**src/rtl/l1s_pkg.sv**
```systemverilog
package l1s_pkg;
  localparam int unsigned STAT_W = 4;
  localparam int unsigned ST_W   = 3;

  typedef enum logic [ST_W-1:0] {
    ST_STANDBY = 3'd0,
    ST_SYNC    = 3'd1,
    ST_PROTO   = 3'd2,
    ST_RATE    = 3'd3,
    ST_CM      = 3'd4
  } su_state_e;

  function automatic logic [STAT_W-1:0] stat_of(su_state_e s);
    case (s)
      ST_SYNC:  return 4'b0001;
      ST_PROTO: return 4'b0010;
      ST_RATE:  return 4'b0011;
      ST_CM:    return 4'b1000;
      default:  return 4'b0000;
    endcase
  endfunction
endpackage

```
**src/rtl/l1s_timer.sv**
```systemverilog
module l1s_timer #(
  parameter int unsigned CNT_W = 32
) (
  input  logic             clk_i,
  input  logic             rst_ni,
  input  logic             en_i,
  input  logic [CNT_W-1:0] limit_i,
  input  logic             load_i,
  input  logic             stop_i,
  output logic             hit_o,
  output logic             expired_o
);
  logic             run_q;
  logic             exp_q;
  logic [CNT_W-1:0] cnt_q;
  logic [CNT_W-1:0] cnt_inc;

  assign cnt_inc   = cnt_q + CNT_W'(1);
  // limit of zero disables expiry
  assign hit_o     = run_q && en_i && (limit_i != '0) && (cnt_inc == limit_i);
  assign expired_o = exp_q;

  always_ff @(posedge clk_i or negedge rst_ni) begin
    if (!rst_ni) begin
      run_q <= 1'b0;
      exp_q <= 1'b0;
      cnt_q <= '0;
    end else begin
      exp_q <= hit_o;
      if (hit_o) begin
        run_q <= 1'b0;
        cnt_q <= '0;
      end else if (exp_q || load_i) begin
        // falling expiry restarts start-up: reload from zero
        run_q <= 1'b1;
        cnt_q <= '0;
      end else if (stop_i) begin
        run_q <= 1'b0;
        cnt_q <= '0;
      end else if (run_q && en_i) begin
        cnt_q <= cnt_inc;
      end
    end
  end
endmodule

```
**src/rtl/l1s_tracker.sv**
```systemverilog
module l1s_tracker
  import l1s_pkg::*;
(
  input  logic      clk_i,
  input  logic      rst_ni,
  input  logic      start_i,
  input  logic      sync_lock_i,
  input  logic      proto_done_i,
  input  logic      cm_up_i,
  input  logic      hit_i,
  input  logic      hold_i,
  output su_state_e state_o,
  output logic      load_o,
  output logic      cm_enter_o
);
  su_state_e state_q, state_d;

  always_comb begin
    state_d    = state_q;
    load_o     = 1'b0;
    cm_enter_o = 1'b0;
    if (hit_i || hold_i) begin
      // expiry rollback outranks every progress input
      state_d = ST_SYNC;
    end else begin
      case (state_q)
        ST_STANDBY: if (start_i) begin
          state_d = ST_SYNC;
          load_o  = 1'b1;
        end
        ST_SYNC:  if (sync_lock_i)  state_d = ST_PROTO;
        ST_PROTO: if (proto_done_i) state_d = ST_RATE;
        ST_RATE:  if (cm_up_i) begin
          state_d    = ST_CM;
          cm_enter_o = 1'b1;
        end
        ST_CM:    state_d = ST_CM;
        default:  state_d = ST_STANDBY;
      endcase
    end
  end

  always_ff @(posedge clk_i or negedge rst_ni) begin
    if (!rst_ni) state_q <= ST_STANDBY;
    else         state_q <= state_d;
  end

  assign state_o = state_q;
endmodule

```
**src/rtl/l1_startup_sup.sv**
```systemverilog
module l1_startup_sup
  import l1s_pkg::*;
#(
  parameter int unsigned CNT_W = 32
) (
  input  logic              clk_i,
  input  logic              rst_ni,
  input  logic              start_i,
  input  logic              sync_lock_i,
  input  logic              proto_done_i,
  input  logic              cm_up_i,
  input  logic              tmr_en_i,
  input  logic [CNT_W-1:0]  timeout_i,
  output logic [STAT_W-1:0] stat_code_o,
  output logic              tmr_expired_o,
  output logic [ST_W-1:0]   state_o
);
  su_state_e state;
  logic      hit, expired, load, cm_enter;

  l1s_timer #(.CNT_W(CNT_W)) u_timer (
    .clk_i     (clk_i),
    .rst_ni    (rst_ni),
    .en_i      (tmr_en_i),
    .limit_i   (timeout_i),
    .load_i    (load),
    .stop_i    (cm_enter),
    .hit_o     (hit),
    .expired_o (expired)
  );

  l1s_tracker u_tracker (
    .clk_i        (clk_i),
    .rst_ni       (rst_ni),
    .start_i      (start_i),
    .sync_lock_i  (sync_lock_i),
    .proto_done_i (proto_done_i),
    .cm_up_i      (cm_up_i),
    .hit_i        (hit),
    .hold_i       (expired),
    .state_o      (state),
    .load_o       (load),
    .cm_enter_o   (cm_enter)
  );

  assign stat_code_o   = stat_of(state);
  assign tmr_expired_o = expired;
  assign state_o       = state;
endmodule

```
**config.mk**
```make
export PLATFORM = sky130hd
export DESIGN_NAME = l1_startup_sup
export DESIGN_NICKNAME = d
export VERILOG_FILES = /design/src/rtl/l1s_pkg.sv /design/src/rtl/l1s_timer.sv /design/src/rtl/l1s_tracker.sv /design/src/rtl/l1_startup_sup.sv
export SDC_FILE = /design/constraint.sdc
export NUM_CORES = 1
export LEC_CHECK = 0
export ABC_AREA = 1
export BUFFER_PORTS_ARGS = -buffer_cell sky130_fd_sc_hd__buf_4
export CORE_MARGIN = 2
export CORE_UTILIZATION = 45
export DETAILED_ROUTE_END_ITERATION = 10
export PLACE_DENSITY = 0.61
export SYNTH_ARGS = -nofsm -noshare
export SYNTH_HDL_FRONTEND = slang
export SYNTH_SLANG_ARGS = --single-unit
```
**constraint.sdc**
```tcl
create_clock -name clk_i -period 6.9 [get_ports clk_i]
set_input_delay 0.345 -clock clk_i [delete_from_list [all_inputs] [get_ports clk_i]]
set_output_delay 0.345 -clock clk_i [all_outputs]
set_load 0.03 [all_outputs]
```
==> flow_summary.toml, run 1 <==
[outcome]
outcome = "finished, violations left"
violations = "hold timing"

[worst_setup_path]
crit_required_ns = 7.08
path_class = "reg2reg"
r2r_cells = 15
regToRegSetupSlack_ns = 3.31
end_kind = "register"
start_kind = "register"
worstPathMaxFanout = 33
arrival_ns = 3.77

[clock_tree]
cts_buffer_depth = 2
cts_sinks = 37
post_cts_buffers = 0
post_cts_resized = 0
clock_latency_ns = 0.30
htreeDepth = 2
cts_tree = "built"
cts_made_buffers = 5
root_buffer = "clkbuf_8"
path_clk_slew_ns = 0.09
cts_hold_buffers = 0

[finish]
drive_gt1_share_pct = 14.8
n_antenna_cell = 0
area_growth_pct = 12.8
n_fill_cell = 960
layout.nets = 764
multiInputGateArea_um2 = 2660
regArea_um2 = 926

[power]
p_per_area_nw_per_um2 = 174
p_clk_share_pct = 26.6
sw_frac_of_total_pct = 43.1
p_leak_nw = 1.94
p_comb_share_pct = 40.8
ir_worst_vdd_v = 0.0000995
p_switching_mw = 0.336
power.share.sequential_pct = 32.5
internal_power_mw = 0.444

[drt]
drtPass1Iterations = 5
dr_total_vias = 4446
drt_iter0_markers = 168
viasPerCell = 5.34
wl_per_cell_um = 16.0
routed_wl_mm = 13.3
drcViolationCount = 0
ant_nets = 0

[place]
dp_slack_ns = 3.36
place.gp.congestion = 0.972
place_hpwl_mm = 10.3
portBuffers = 45

[synthesis]
synth.distinct_cells = 36
syn_inst = 685
ys_ff_latch = 37
synthArstFlopShare_pct = 100
syn_avg_cell_area_um2 = 5.79
synth.yosys.warnings = 0
synth_edf_count = 0
yosys_most_used_dff = "dfrtp_1"
synth_area_um2 = 3960
synth_nets = 725
seq_area_frac_synth_pct = 23.4

[sta]
finalCriticalPeriod_ns = 3.59
whs_ns = -0.00178
rsz0062_at_grt = "false"
slew_violations = 0
max_freq_mhz = 279
worst_slack_ns = 3.31
fin_crit_sh_pct = 52.0
slew_headroom_pct = 22.9
tightestPinTransition_ns = 1.16
skew_ns = 0.0148
tns_ns = 0
setup_violations = 0
hold_viol = 1

[grt]
antenna_found_initial = 0
overflow = 0
track_usage_pct = 28.1
grt_max_degree = 38
grt_pass1_vias = 4273
grt_pass1_wl_mm = 21.5

[floorplanning]
io_pins = 47
rows = 34
dieArea_um2 = 9580
die_w_um = 97.9
core_um2 = 8640
fp.dieH_um = 97.9
floorplan.initialDensity_pct = 45.9

[worst_hold_path]
hp-class = "in2async"

[job]
max_cap_violations = 0
layout make-up:
| class | count | share of cell area [%] |
|---|---|---|
| well taps | 108 | 3.02 |
| clock buffers | 7 | 1.93 |
| inverters | 76 | 6.38 |
| multi-input cells | 558 | 59.5 |
| repair buffers | 46 | 7.73 |
| flip-flops and latches | 37 | 20.7 |
| clock inverters | 1 | 0.672 |
Yosys cell counts, types with 3 or more instances:
master	count	area [um2]
a21oi_2	29	254
a21oi_1	15	75.1
nand2_2	8	50.1
dfrtp_1	37	926
o21ai_0	4	20.0
inv_1	75	282
nand3b_1	15	113
nand4_1	16	100
nor2_4	6	67.6
nor2_1	108	405
nor2_2	6	37.5
nor3_1	11	55.1
and2_1	3	18.8
nand3_1	53	265
buf_6	3	33.8
nand2_1	262	983
xor2_1	3	26.3
clkbuf_1	6	22.5
path summary, 6_finish.rpt:
path / start / to
min in group clk_i: cm_up_i / u_timer.cnt_q[0]
max in group asynchronous: rst_ni / u_timer.cnt_q[26]
setup / recovery: u_timer.cnt_q[0] / u_timer.cnt_q[0]
setup reg to reg: u_timer.cnt_q[0] / u_timer.cnt_q[0]
hold / removal: rst_ni / u_timer.cnt_q[24]
hold reg to reg: u_timer.run_q / u_timer.run_q
power by group through the flow:
stage          sequential [mW]  clock (mW)  combinational [mW]
6_report                 0.254       0.208               0.318
5_1_grt                  0.256       0.220               0.351
4_1_cts                  0.253       0.211               0.318
3_5_place_dp             0.258           0               0.317
3_3_place_gp             0.256           0               0.318
2_1_floorplan            0.267           0               0.210
per-layer routing:
metal  routed length [um]  global-route usage [%]  up-vias  part of all wire, %
met1                 6190                    37.3     2052                   47
met3                  584                    3.94       27                  4.4
met5                    0                       0        -                    0
met2                 6260                    47.5      127                   47
li1                     -                       -     2240                    -
met4                  272                    8.65        0                  2.0
cell families after synthesis:
kind of cell | count (synthesis) | share of synthesized area (%)
compound gates | 54 | 9.91
other cells | 1 | 0.0946
xor+xnor | 6 | 1.70
simple gates | 496 | 55.1
buf+inv | 90 | 9.50
flops | 37 | 23.4
fa+ha+maj | 1 | 0.316
through the flow:
stage	power (mW)	cells	hold slack, ns	cell area (um2)	util [%]
5_1_grt	0.828	833	0.0304	4470	51.8
4_1_cts	0.782	833	0.0351	4470	51.8
3_3_place_gp	0.574	825	0.353	4350	50.4
6_report	0.780	833	-0.00178	4470	51.8
3_5_place_dp	0.574	825	0.361	4350	50.4
2_1_floorplan	0.477	685	0.0494	3960	-
worst max-delay path, cell delays in order (launching register included):
cell	delay [ns]
dfrtp_1	0.45
ha_1	0.23
nand2_1	0.11
nor2_2	0.24
nand2_2	0.16
nor2_4	0.23
nand3_1	0.12
nand2_1	0.14
nand2_1	0.14
nand2_1	0.10
nor2_1	0.04
nand2_1	0.07
nor2_2	0.06
nand3_4	0.08
nand3_2	0.85
nor3_1	0.44
sequential cells by signal, indices dropped and copies added (netlist names):
signal,cells
u_timer.cnt_q,32
u_tracker.state_o,3
u_timer.run_q,1
u_timer.expired_o,1
cell usage in the layout, fill, tap and decap left out, drive strengths merged, types with 7 or more instances in the layout:
cell	count
nand2	271
clkbuf	7
dfrtp	37
nor3	11
inv	76
buf	46
nor2	120
nand3b	15
nand3	56
nand4	16
a21oi	44
(Power assumes the default switching activity.)
==> run 2: changes to the inputs <==
- ABC_AREA: 1 -> 0
- PLACE_DENSITY: 0.61 -> 0.64
- clock period: 6.9 -> 3.3 ns (I/O delays scaled with it)
==> flow_summary.toml, run 2 <==
[clock_tree]
root_buffer = "clkbuf_8"
cts_hold_buffers = 1
clock_latency_ns = 0.30
cts_tree = "built"
cts_buffer_depth = 2
htreeDepth = 2
path_clk_slew_ns = 0.08
post_cts_resized = 0
cts_made_buffers = 5
post_cts_buffers = 0
cts_sinks = 37

[worst_setup_path]
crit_required_ns = 3.47
path_class = "reg2reg"
worstPathMaxFanout = 37
r2r_cells = 10
arrival_ns = 3.27
cpMaxStageDelayCell = "nor4_2"
reg2reg_to = "u_timer.cnt_q[19]"
regToRegSetupSlack_ns = 0.19
start_kind = "register"
end_kind = "register"
r2r-start = "u_timer.cnt_q[0]"
critPathMaxStageDelay_ns = 0.54
cpMostUsedCell = "nor4_2"
cp_cell_sequence = "ha_1, buf_4, nand4_1, nor4_2, a41o_1, o211ai_1, a2111o_1, nor4_4, buf_12, nor4_2"

[floorplanning]
core_um2 = 7290
io_pins = 47
rows = 31
die_w_um = 90.9
dieArea_um2 = 8250
fp.dieH_um = 90.9
floorplan.initialDensity_pct = 46.6

[synthesis]
synth-xor-area-share_pct = 17.3
yosys_most_used_dff = "dfrtp_1"
seq_area_frac_synth_pct = 27.3
synth_edf_count = 0
synth_fa_ha_area_share_pct = 0.369
synthArstFlopShare_pct = 100
synth_compound_area_share_pct = 10.3
yosys.area_share.simple_pct = 38.6
yosys-top-cells-count = "xnor2_1 (47), dfrtp_1 (37), nand2_1 (29)"
yosys-mux-area-fraction_pct = 0.295
synth_top_area_share_pct = 27.3
synth_nets = 427
synth.distinct_cells = 57
syn_avg_cell_area_um2 = 8.77
post-synth-top-count-cell = "xnor2_1"
syn_inst = 387
synth_top_family_by_area = "simple AND/OR/NAND/NOR gates"
ys_ff_latch = 37
synth_area_um2 = 3390
synth.yosys.warnings = 0
yosysTopAreaCell = "dfrtp_1"
synthTopCellsByArea = "dfrtp_1 (27%), xnor2_1 (12%), nor4_2 (9.2%), xor2_1 (5.2%), nor4_1 (4.6%)"

[sta]
slew_headroom_pct = 54.6
setup_violations = 0
tightestPinTransition_ns = 0.675
max_freq_mhz = 322
worst_slack_ns = 0.194
fin_crit_sh_pct = 94.1
finalCriticalPeriod_ns = 3.11
slew_violations = 0
skew_ns = 0.00906
hold_viol = 0
rsz0062_at_grt = "false"
whs_ns = 0.238
tns_ns = 0

[drt]
dr_total_vias = 3311
drcViolationCount = 0
routed_wl_mm = 10.1
viasPerCell = 6.19
ant_nets = 0
wl_per_cell_um = 19.0
drt_iter0_markers = 219
drtPass1Iterations = 5

[grt]
grt_pass1_vias = 3175
grt_max_degree = 38
overflow = 0
antenna_found_initial = 0
track_usage_pct = 25.1
grt_pass1_wl_mm = 16.7

[outcome]
outcome = "completed"

[power]
sw_frac_of_total_pct = 38.6
internal_power_mw = 0.958
power.share.sequential_pct = 35.4
p_switching_mw = 0.603
p_leak_nw = 1.47
p_clk_share_pct = 27.7
ir_worst_vdd_v = 0.000410
total_power_mw = 1.56
p_per_area_nw_per_um2 = 386
p_comb_share_pct = 36.9

[place]
placed_area_um2 = 3910
portBuffers = 45
dp_cells = 526
place_hpwl_mm = 7.69
place.gp.congestion = 0.937
dp_slack_ns = 0.243

[finish]
fin_cells = 535
drive_gt1_share_pct = 29.4
area_growth_pct = 19.1
mostFrequentLayoutCells = "buf_4 (74), xnor2_1 (47), dfrtp_1 (37)"
largest_reg_flops = 32
fin_area_um2 = 4040
n_antenna_cell = 0
final_util_pct = 55.4
layout.nets = 475
layout_commonest_cell = "buf_4"
regMostFlops = "u_timer.cnt_q"

[job]
max_cap_violations = 0

[worst_hold_path]
hold_end = "u_timer.run_q"
min-delay-start = "cm_up_i"
holdPathStages = 4
hp-class = "in2reg"
run 2: changes by cell type in the layout (fill, tap and decap cells not counted), moves of 7 or more:
cell / delta
nor4_2: +25
a21oi_1: -8
nand3b_1: -13
xor2_1: +17
buf_4: +28
a21oi_2: -29
or4_1: +7
nor4_1: +24
nand3_1: -37
nand2_2: -8
inv_1: -72
nand2_1: -233
xnor2_1: +45
nor2_1: -88
run 2: kinds of logic after synthesis:
family | after synthesis
buf+inv | 38
flops | 37
fa+ha+maj | 1
compound gates | 46
xor+xnor | 67
other cells | 1
simple gates | 196
mux | 1
run 2: routing by layer:
metal | up-vias | GRT usage, % | routed length [um]
li1 | 1537 | - | -
met2 | 156 | 38.0 | 4510
met1 | 1598 | 37.5 | 4690
met4 | 0 | 6.94 | 203
met3 | 20 | 3.51 | 747
met5 | - | 0 | 0
run 2: power groups by stage:
stage | clock [mW] | combinational, mW | sequential (mW)
after floorplan | 0 | 0.363 | 0.568
after global placement | 0 | 0.571 | 0.558
after detailed placement | 0 | 0.574 | 0.560
after CTS | 0.440 | 0.577 | 0.551
after global routing | 0.459 | 0.627 | 0.562
final | 0.433 | 0.576 | 0.552
run 2: area by class of cell:
cell class	count	area (um2)
fill	736	3250
multi-input combinational	312	2280
sequential	37	926
timing repair buffer	76	586
tap	99	124
clock buffer	6	82.6
clock inverter	2	37.5
inverter	3	11.3
run 2: how the worst max path moves through the flow:
| stage | from | endpoint | slack (ns) |
|---|---|---|---|
| 3_3_place_gp | u_timer.cnt_q[10] | u_timer.cnt_q[7] | 0.33 |
| 6_report | u_timer.cnt_q[0] | u_timer.cnt_q[19] | 0.19 |
| 5_1_grt | u_timer.cnt_q[0] | u_timer.cnt_q[5] | 0.06 |
| 2_1_floorplan | u_timer.cnt_q[0] | u_timer.cnt_q[15] | 0.29 |
| 4_1_cts | u_timer.cnt_q[10] | u_timer.cnt_q[7] | 0.24 |
| 3_5_place_dp | u_timer.cnt_q[10] | u_timer.cnt_q[10] | 0.24 |
run 2: critical path, delay by kind of cell, from the launching register on:
| family | cells | cell delay [ns] |
|---|---|---|
| AOI/OAI and AO/OA | 3 | 0.89 |
| and+or+nand+nor | 4 | 0.97 |
| DFF | 1 | 0.45 |
| buffers and inverters | 2 | 0.42 |
| adders and majority gates | 1 | 0.20 |
==> run 3: changes to the inputs <==
- SETUP_SLACK_MARGIN: default -> 0.5
==> flow_summary.toml, run 3 (synthesis results as in run 2) <==
[worst_setup_path]
critPathTopFamily = "simple AND/OR/NAND/NOR gates"
path_depth = 9
start_kind = "register"
critPathMaxStageDelay_ns = 0.64
end_kind = "register"
path_class = "reg2reg"
crit_buf_inv = 2
cp_cell_sequence = "nand3_2, or4_4, nor3_4, xnor2_1, a2111o_1, nor4_4, buf_4, bufbuf_16, nor4_2"
cpMaxStageDelayCell = "or4_4"
reg2reg_to = "u_timer.cnt_q[19]"
arrival_ns = 2.96
r2r_cells = 9
r2r-start = "u_timer.cnt_q[5]"
crit_required_ns = 3.46
worstPathMaxFanout = 5
regToRegSetupSlack_ns = 0.50

[clock_tree]
cts_tree = "built"
cts_sinks = 37
htreeDepth = 2
cts_buffer_depth = 2
cts_made_buffers = 5
root_buffer = "clkbuf_8"
path_clk_slew_ns = 0.08
clock_latency_ns = 0.29

[drt]
drtPass1Iterations = 5
wl_per_cell_um = 20.1
routed_wl_mm = 11.2
ant_nets = 0
drt_iter0_markers = 366
viasPerCell = 6.21
dr_total_vias = 3480
drcViolationCount = 0

[outcome]
outcome = "completed"

[floorplanning]
die_w_um = 90.9
dieArea_um2 = 8250
rows = 31
fp.dieH_um = 90.9
floorplan.initialDensity_pct = 46.6
core_um2 = 7290
io_pins = 47

[place]
dp_slack_ns = 0.162
place.gp.congestion = 0.923
place_hpwl_mm = 7.96
portBuffers = 45
placed_area_um2 = 3890

[grt]
overflow = 0
grt_pass1_vias = 3339
antenna_found_initial = 0
grt_max_degree = 38
grt_pass1_wl_mm = 18.1
track_usage_pct = 27.7

[power]
ir_worst_vdd_v = 0.000355
p_per_area_nw_per_um2 = 363
p_leak_nw = 1.65

[finish]
layout.nets = 500
area_growth_pct = 31.6
n_antenna_cell = 0
layout_commonest_cell = "buf_4"
largest_reg_flops = 32
n_fill_cell = 666
regMostFlops = "u_timer.cnt_q"
fin_area_um2 = 4470
drive_gt1_share_pct = 40.3
mostFrequentLayoutCells = "buf_4 (92), xnor2_1 (47), nand2_1 (26)"

[sta]
fin_crit_sh_pct = 85.0
rsz0062_at_grt = "true"
worst_slack_ns = 0.496
tightestPinTransition_ns = 0.761
setup_violations = 0
max_freq_mhz = 357
finalCriticalPeriod_ns = 2.80
hold_viol = 0
tns_ns = 0
skew_ns = 0.0101
slew_violations = 0
slew_headroom_pct = 49.0

[worst_hold_path]
min-delay-start = "cm_up_i"
hold_end = "u_timer.run_q"
holdPathStages = 4
hp-class = "in2reg"

[job]
max_cap_violations = 0
==> run 3: cell types whose count changed in the layout (fill, tap and decap cells not counted), moves of 3 or more <==
cell     delta
buf_4      +18
dfrtp_1    -16
dfrtp_2    +16
nand2_1     -3
or4_1       -3
or4_4       +3
==> run 3: worst min-delay path: stages <==
cell	delay, ns
buf_4	0.11
nand3_1	0.07
a21oi_1	0.07
nor2_2	0.09
==> run 3: routing by layer <==
metal	vias up	track usage [%]	routed length, um
li1	1601	-	-
met1	1666	40.8	5010
met4	0	8.84	235
met3	20	3.67	917
met2	193	41.9	5070
met5	-	0	0
==> run 3: stage by stage <==
stage | hold WS, ns | cells | util, % | total power [mW]
floorplan | -0.131 | 387 | - | 0.960
global placement | 0.168 | 516 | 53.4 | 1.15
detailed placement | 0.164 | 516 | 53.4 | 1.15
CTS | 0.269 | 556 | 60.2 | 1.62
global route | 0.287 | 560 | 61.2 | 1.71
finish | 0.262 | 560 | 61.2 | 1.62
==> run 3: where the power goes <==
group | leakage [nW] | switching (mW) | internal, mW
Clock | 0.0574 | 0.167 | 0.246
Combinational | 1.11 | 0.388 | 0.267
Sequential | 0.480 | 0.0627 | 0.493
==> run 3: how the worst max path moves through the flow <==
stage                           from                end
floorplan           u_timer.cnt_q[3]   u_timer.cnt_q[0]
global placement    u_timer.cnt_q[4]   u_timer.cnt_q[5]
detailed placement  u_timer.cnt_q[4]   u_timer.cnt_q[5]
CTS                 u_timer.cnt_q[5]  u_timer.cnt_q[19]
global route        u_timer.cnt_q[1]  u_timer.cnt_q[19]
finish              u_timer.cnt_q[5]  u_timer.cnt_q[19]
==> run 3: layout make-up <==
cell class                 instances  area (um2)  share of cell area [%]
multi-input combinational        312        2400                    53.7
sequential                        37         946                    21.2
timing repair buffer             101         868                    19.4
tap                               99         124                    2.77
clock buffer                       6        82.6                    1.85
clock inverter                     2        37.5                   0.841
inverter                           3        11.3                   0.252
==> run 3: repair_timing <==
action / CTS / global route
endpoints found under the hold margin: 37 / 0
setup buffers: 27 / 3
gates cloned: 4 / 1
hold buffers: 1 / 0
endpoints found under the setup margin: 37 / 37
pin swaps: 10 / 10
gates resized for setup: 24 / 13
